===== config.mk =====
export PLATFORM = sky130hd
export DESIGN_NAME = sio_irq_flags
export DESIGN_NICKNAME = d
export VERILOG_FILES = /design/src/rtl/sio_irq_pkg.sv /design/src/rtl/sio_irq_ctrl.sv /design/src/rtl/sio_irq_regs.sv /design/src/rtl/sio_irq_flags.sv
export SDC_FILE = /design/constraint.sdc
export NUM_CORES = 1
export LEC_CHECK = 0
export CORE_UTILIZATION = 31
export CTS_CLUSTER_DIAMETER = 200
export DETAILED_ROUTE_END_ITERATION = 10
export PLACE_DENSITY = 0.73
export SYNTH_ARGS = -nofsm -noshare
export SYNTH_HDL_FRONTEND = slang
export SYNTH_SLANG_ARGS = --single-unit

===== constraint.sdc =====
create_clock -name clk -period 1.4 [get_ports clk]
set_clock_uncertainty 0.1 [all_clocks]
set_input_delay 0.14 -clock clk [delete_from_list [all_inputs] [get_ports clk]]
set_output_delay 0.14 -clock clk [all_outputs]
set_load 0.005 [all_outputs]

===== src/rtl/sio_irq_pkg.sv =====
package sio_irq_pkg;

  // control register bit positions
  localparam int CTRL_CLR  = 0;
  localparam int CTRL_RIE  = 1;
  localparam int CTRL_TIE  = 2;
  localparam int CTRL_BIE  = 3;
  localparam int CTRL_MODE = 4;
  // extended register bit positions
  localparam int EXT_RDY   = 0;
  localparam int EXT_IDLE  = 1;

  typedef struct packed {
    logic mode;
    logic idleIe;
    logic txIe;
    logic rxIe;
  } cfg_t;

  typedef struct packed {
    logic clrErr;
    logic ackExtRdy;
    logic ackRxIdle;
    logic rdRx;
    logic wrTx;
    logic ldCfg;
    cfg_t cfg;
  } strobe_t;

  typedef struct packed {
    logic rdy;
    logic ovr;
    logic frm;
    logic par;
    logic txEmpty;
    logic rxIdleLvl;
    logic txIdle;
    logic extRdy;
    logic rxIdleSticky;
  } flag_t;

endpackage


===== src/rtl/sio_irq_ctrl.sv =====
module sio_irq_ctrl
  import sio_irq_pkg::*;
#(
  parameter int REG_W = 8
) (
  input  logic             clk,
  input  logic             rstN,
  input  logic             rdRxData,
  input  logic             wrTxData,
  input  logic             wrCtrl,
  input  logic             wrExt,
  input  logic [REG_W-1:0] wrData,
  output strobe_t          strobes
);

  logic clrPulse;

  // write-one clear bit becomes a one-cycle internal pulse
  always_ff @(posedge clk or negedge rstN) begin
    if (!rstN) clrPulse <= 1'b0;
    else       clrPulse <= wrCtrl & wrData[CTRL_CLR];
  end

  always_comb begin
    strobes.clrErr      = clrPulse;
    strobes.ackExtRdy   = wrExt & ~wrData[EXT_RDY];
    strobes.ackRxIdle   = wrExt & ~wrData[EXT_IDLE];
    strobes.rdRx        = rdRxData;
    strobes.wrTx        = wrTxData;
    strobes.ldCfg       = wrCtrl;
    strobes.cfg.mode    = wrData[CTRL_MODE];
    strobes.cfg.idleIe  = wrData[CTRL_BIE];
    strobes.cfg.txIe    = wrData[CTRL_TIE];
    strobes.cfg.rxIe    = wrData[CTRL_RIE];
  end

endmodule


===== src/rtl/sio_irq_regs.sv =====
module sio_irq_regs
  import sio_irq_pkg::*;
(
  input  logic    clk,
  input  logic    rstN,
  input  strobe_t strobes,
  input  logic    evRxDone,
  input  logic    evStopErr,
  input  logic    evParErr,
  input  logic    evTxLoad,
  input  logic    rxActive,
  input  logic    txActive,
  output flag_t   flags,
  output cfg_t    cfg,
  output logic    irqRx,
  output logic    irqTx,
  output logic    irqIdle
);

  flag_t flagsNxt;
  cfg_t  cfgNxt;
  logic  rdySel, idleSel;

  always_comb begin
    cfgNxt = strobes.ldCfg ? strobes.cfg : cfg;

    flagsNxt.rdy  = evRxDone | (flags.rdy & ~strobes.rdRx);
    flagsNxt.ovr  = (evRxDone & flags.rdy & ~strobes.rdRx) | (flags.ovr & ~strobes.clrErr);
    flagsNxt.frm  = evStopErr | (flags.frm & ~strobes.clrErr);
    flagsNxt.par  = evParErr  | (flags.par & ~strobes.clrErr);

    // a data write in the same cycle as a load leaves the register full
    flagsNxt.txEmpty = ~strobes.wrTx & (evTxLoad | flags.txEmpty);

    flagsNxt.rxIdleLvl    = ~rxActive;
    flagsNxt.txIdle       = ~txActive;
    flagsNxt.extRdy       = evRxDone | (flags.extRdy & ~strobes.ackExtRdy);
    flagsNxt.rxIdleSticky = (~rxActive & ~flags.rxIdleLvl)
                          | (flags.rxIdleSticky & ~strobes.ackRxIdle);

    rdySel  = cfgNxt.mode ? flagsNxt.extRdy : flagsNxt.rdy;
    idleSel = cfgNxt.mode ? flagsNxt.rxIdleSticky : flagsNxt.rxIdleLvl;
  end

  always_ff @(posedge clk or negedge rstN) begin
    if (!rstN) begin
      cfg     <= '0;
      flags   <= '{rdy: 1'b0, ovr: 1'b0, frm: 1'b0, par: 1'b0, txEmpty: 1'b1,
                   rxIdleLvl: 1'b1, txIdle: 1'b1, extRdy: 1'b0, rxIdleSticky: 1'b1};
      irqRx   <= 1'b0;
      irqTx   <= 1'b0;
      irqIdle <= 1'b0;
    end else begin
      cfg     <= cfgNxt;
      flags   <= flagsNxt;
      irqRx   <= cfgNxt.rxIe & (rdySel | flagsNxt.ovr | flagsNxt.frm | flagsNxt.par);
      irqTx   <= cfgNxt.txIe & flagsNxt.txEmpty;
      irqIdle <= cfgNxt.idleIe & flagsNxt.txIdle & idleSel;
    end
  end

endmodule


===== src/rtl/sio_irq_flags.sv =====
module sio_irq_flags
  import sio_irq_pkg::*;
#(
  parameter int REG_W = 8
) (
  input  logic             clk,
  input  logic             rstN,
  input  logic             evRxDone,
  input  logic             evStopErr,
  input  logic             evParErr,
  input  logic             evTxLoad,
  input  logic             rxActive,
  input  logic             txActive,
  input  logic             rdRxData,
  input  logic             wrTxData,
  input  logic             wrCtrl,
  input  logic             wrExt,
  input  logic [REG_W-1:0] wrData,
  output logic [REG_W-1:0] ctrlRd,
  output logic [REG_W-1:0] statRd,
  output logic [REG_W-1:0] extRd,
  output logic             irqRx,
  output logic             irqTx,
  output logic             irqIdle
);

  strobe_t strobes;
  flag_t   flags;
  cfg_t    cfg;

  sio_irq_ctrl #(.REG_W(REG_W)) u_ctrl (
    .clk(clk), .rstN(rstN), .rdRxData(rdRxData), .wrTxData(wrTxData),
    .wrCtrl(wrCtrl), .wrExt(wrExt), .wrData(wrData), .strobes(strobes)
  );

  sio_irq_regs u_regs (
    .clk(clk), .rstN(rstN), .strobes(strobes), .evRxDone(evRxDone),
    .evStopErr(evStopErr), .evParErr(evParErr), .evTxLoad(evTxLoad),
    .rxActive(rxActive), .txActive(txActive), .flags(flags), .cfg(cfg),
    .irqRx(irqRx), .irqTx(irqTx), .irqIdle(irqIdle)
  );

  always_comb begin
    ctrlRd = '0;
    ctrlRd[CTRL_RIE]  = cfg.rxIe;
    ctrlRd[CTRL_TIE]  = cfg.txIe;
    ctrlRd[CTRL_BIE]  = cfg.idleIe;
    ctrlRd[CTRL_MODE] = cfg.mode;

    statRd = '0;
    statRd[0] = flags.rdy;
    statRd[1] = flags.ovr;
    statRd[2] = flags.frm;
    statRd[3] = flags.par;
    statRd[4] = flags.txEmpty;
    statRd[5] = flags.rxIdleLvl;
    statRd[6] = flags.txIdle;

    extRd = '0;
    extRd[EXT_RDY]  = flags.extRdy;
    extRd[EXT_IDLE] = flags.rxIdleSticky;
  end

endmodule


==> impl_metrics.sql <==
INSERT INTO impl_metrics (metric_group, metric, value, unit) VALUES
('outcome', 'run_status', 'finished with violations', ''),
('outcome', 'failed_checks', 'negative setup slack', ''),
('place', 'place_ws', '-0.121', 'ns'),
('critical_path', 'timing.critical_path.cells', 'or3_4 -> a2111oi_4 -> a31oi_1', ''),
('synth', 'synthesis.area', '721', 'sq um'),
('timing', 'period_needed', '1.44', 'ns'),
('timing', 'slew_viol_final', '0', ''),
('synth', 'synth_warnings', '0', ''),
('place', 'placed_cell_area', '1080', 'sq um'),
('grt', 'grt_antenna_before_repair', '0', ''),
('clock_tree', 'cts_root_buf', 'clkbuf_4', ''),
('routing', 'vias_per_cell', '4.08', ''),
('critical_path', 'endpoint_arrival_time_on_the_critical_path', '1.50', 'ns'),
('routing', 'vias', '535', ''),
('hold_path', 'timing.hold.worst.class', 'input pin to async pin', ''),
('routing', 'routed_wl_per_cell', '10.6', 'microns'),
('layout', 'final_cell_mix', '18 x clkdlybuf4s50_1, 13 x dfrtp_1, 11 x conb_1', ''),
('grt', 'gr-usage-all-layers', '11.5', '%'),
('routing', 'dr.pass1.iters', '4', ''),
('critical_path', 'critical-path-slowest-cell', 'dfrtp_1', ''),
('critical_path', 'cp.required', '1.46', 'ns'),
('timing', 'unrepaired_setup_endpoints_after_global_routing', 'yes', ''),
('synth', 'synthCells', '60', ''),
('layout', 'fill_cells', '213', ''),
('timing', 'setup_viol', '1', ''),
('clock_tree', 'cts_num_sinks', '17', ''),
('floorplanning', 'num_rows', '17', ''),
('power_and_ir_drop', 'static-leakage-power', '0.545', 'nW'),
('clock_tree', 'cts_tree', 'done', ''),
('place', 'post-dp-hpwl', '1090', 'microns'),
('power_and_ir_drop', 'power.density', '910', 'nW/um^2'),
('critical_path', 'critPathCaptureType', 'flip-flop', ''),
('timing', 'final.setup.worst_slack', '-0.0403', 'ns'),
('synth', 'synth.yosys.seq_area_share', '59.7', '%'),
('routing', 'drt.antenna.violating_nets', '0', ''),
('layout', 'seq_area', '430', 'sq um'),
('floorplanning', 'die_span_x', '50.2', 'microns'),
('power_and_ir_drop', 'total_power', '1.03', 'mW'),
('place', 'dp.cells', '126', ''),
('clock_tree', 'ctsLongestPathBuffers', '2', ''),
('routing', 'route.final.wire_length', '1390', 'microns'),
('flow_run', 'max_cap_violations', '0', ''),
('timing', 'max_freq', '694', 'MHz'),
('critical_path', 'crit_path_start_kind', 'flip-flop', ''),
('place', 'place.gp.congestion', '0.702', ''),
('synth', 'synth.avg_cell_area', '12.0', 'sq um'),
('critical_path', 'biggest_cell_delay_along_the_critical_path', '0.39', 'ns'),
('critical_path', 'worst-path-buf-inv', '0', ''),
('layout', 'final_cell_area', '1130', 'sq um'),
('clock_tree', 'clk_lat_worst_skew', '0.29', 'ns'),
('critical_path', 'crit_type', 'flip-flop to flip-flop', ''),
('layout', 'antenna_cells', '0', ''),
('floorplanning', 'initial_core_utilization', '32.9', '%'),
('critical_path', 'cp_top_family', 'compound AO/OA/AOI/OAI gates', ''),
('clock_tree', 'cts_buffers', '3', ''),
('grt', 'grt_pass1_vias', '524', ''),
('clock_tree', 'ctsHoldBuffers', '0', ''),
('floorplanning', 'fp.coreArea', '2190', 'sq um'),
('timing', 'post-route-period-util', '103', '%'),
('layout', 'layout_commonest_cell', 'clkdlybuf4s50_1', ''),
('floorplanning', 'floorplan.die_area', '2520', 'sq um'),
('layout', 'fin_cells', '131', ''),
('synth', 'ys_ff_latch', '17', ''),
('layout', 'fin_nets', '124', ''),
('power_and_ir_drop', 'vdd_drop_max', '0.000557', 'V'),
('layout', 'multi_input_comb_area', '244', 'sq um'),
('routing', 'drc', '0', ''),
('clock_tree', 'cts.htree.levels', '1', ''),
('clock_tree', 'clk_pin_slew_worst_paths', '0.10', 'ns'),
('layout', 'post_route_cells_drive_above_1_share', '22.3', '%'),
('floorplanning', 'ios', '47', ''),
('place', 'buffer_ports.inserted', '32', ''),
('layout', 'fin_util', '51.7', '%'),
('synth', 'synth.lib_cells_used.distinct', '21', ''),
('critical_path', 'worst_r2r_startpoint', 'u_regs.flags[7]$_DFF_PN0_', ''),
('grt', 'grt_max_degree', '18', ''),
('grt', 'grt_overflow', '0', ''),
('routing', 'number_of_drc_markers_in_iteration_0', '10', ''),
('floorplanning', 'die_y', '50.2', 'microns'),
('grt', 'global_route_wire_length_before_repair', '2150', 'microns'),
('critical_path', 'startpoint', 'u_regs.flags[7]$_DFF_PN0_', ''),
('timing', 'finalHoldViolations', '0', ''),
('critical_path', 'worst-path-max-fanout', '2', ''),
('layout', 'area_growth_syn_to_layout', '57.1', '%');
-- power by group --
part / total (mW) / switching [mW] / internal (mW) / leakage, nW
logic: 0.215 / 0.0818 / 0.134 / 0.337
registers: 0.552 / 0.0156 / 0.537 / 0.193
clock network: 0.263 / 0.153 / 0.111 / 0.0150
total: 1.03 / 0.250 / 0.781 / 0.545
-- metrics by stage --
step,hold slack [ns],setup TNS [ns]
6_report,0.0758,-0.0403
5_1_grt,0.0963,-0.0992
4_1_cts,0.0710,-0.0452
3_5_place_dp,0.382,-0.295
3_3_place_gp,0.386,-0.206
2_1_floorplan,-0.256,0
-- worst register-to-register path, delay by kind of cell (launching register included) --
family | cells | cell delay [ns]
AND/OR/NAND/NOR | 1 | 0.39
flip-flops | 1 | 0.39
AO/OA/AOI/OAI | 2 | 0.43
-- cell usage after synthesis --
cell type	count	area share (%)
dfrtp_1	13	45
buf_4	11	11
inv_1	5	2.6
dfstp_2	4	15
a21o_1	3	3.1
mux2_2	3	4.7
nor2_1	3	1.6
and2_1	2	1.7
nand2_1	2	1.0
nand2b_1	2	1.7
or2_2	2	1.7
a2111oi_2	1	2.1
a22o_2	1	1.4
a311oi_1	1	1.2
a31oi_1	1	0.87
conb_1	1	0.52
mux2i_1	1	1.4
nand3_1	1	0.69
nor2b_1	1	0.87
o21ai_0	1	0.69
or3_1	1	0.87
-- kinds of logic (layout without fill, tap and decap cells) --
family / after synthesis / count (layout) / share of synthesized area, %
AO/OA/AOI/OAI: 8 / 8 / 9.37
AND/OR/NAND/NOR: 14 / 14 / 10.2
flip-flops: 17 / 17 / 59.7
buffers and inverters: 16 / 49 / 14.1
other: 1 / 11 / 0.520
multiplexers: 4 / 4 / 6.08
-- cell type report --
type	count	area share, %
Multi-Input combinational cell	37	21.5
Sequential cell	17	38.0
Tap cell	28	3.09
Clock buffer	4	2.32
Inverter	5	1.66
Timing Repair Buffer	40	33.4
-- sequential cells by signal (all words and copies together) (netlist names) --
| signal | cells |
|---|---|
| u_regs.irqIdle | 1 |
| u_regs.irqTx | 1 |
| u_regs.cfg | 4 |
| u_regs.irqRx | 1 |
| u_ctrl.clrPulse | 1 |
| u_regs.flags | 9 |
-- path summary, 6_finish.rpt --
path,end,slack (ns),cells after the start
worst max-delay path,u_regs.irqRx$_DFF_PN0_,-0.04,3
worst min-delay path,u_regs.flags[6]$_DFF_PN0_,0.08,2
worst max register to register,u_regs.irqRx$_DFF_PN0_,-0.04,3
worst min register to register,u_regs.flags[4]$_DFF_PN1_,0.41,2
max in group asynchronous,u_regs.flags[3]$_DFF_PN1_,0.87,2
min in group clk,u_regs.flags[4]$_DFF_PN1_,0.25,2
-- what timing repair did --
| action | 4_1_cts | 5_1_grt |
|---|---|---|
| pin swaps | 1 | 1 |
| buffers inserted | 1 | 0 |
| endpoints found under the setup margin | 11 | 5 |
| resized for setup | 10 | 6 |
-- metal layers --
layer  global-route usage, %  share of wire [%]  up-vias  wire (microns)
li1                        -                  -      258               -
met1                    12.4                 39      259             547
met2                    20.4                 56       18             773
met3                    2.12                5.0        0              70
met4                    7.14                  0        0               0
met5                       0                  0        -               0
(Power assumes the default switching activity.)
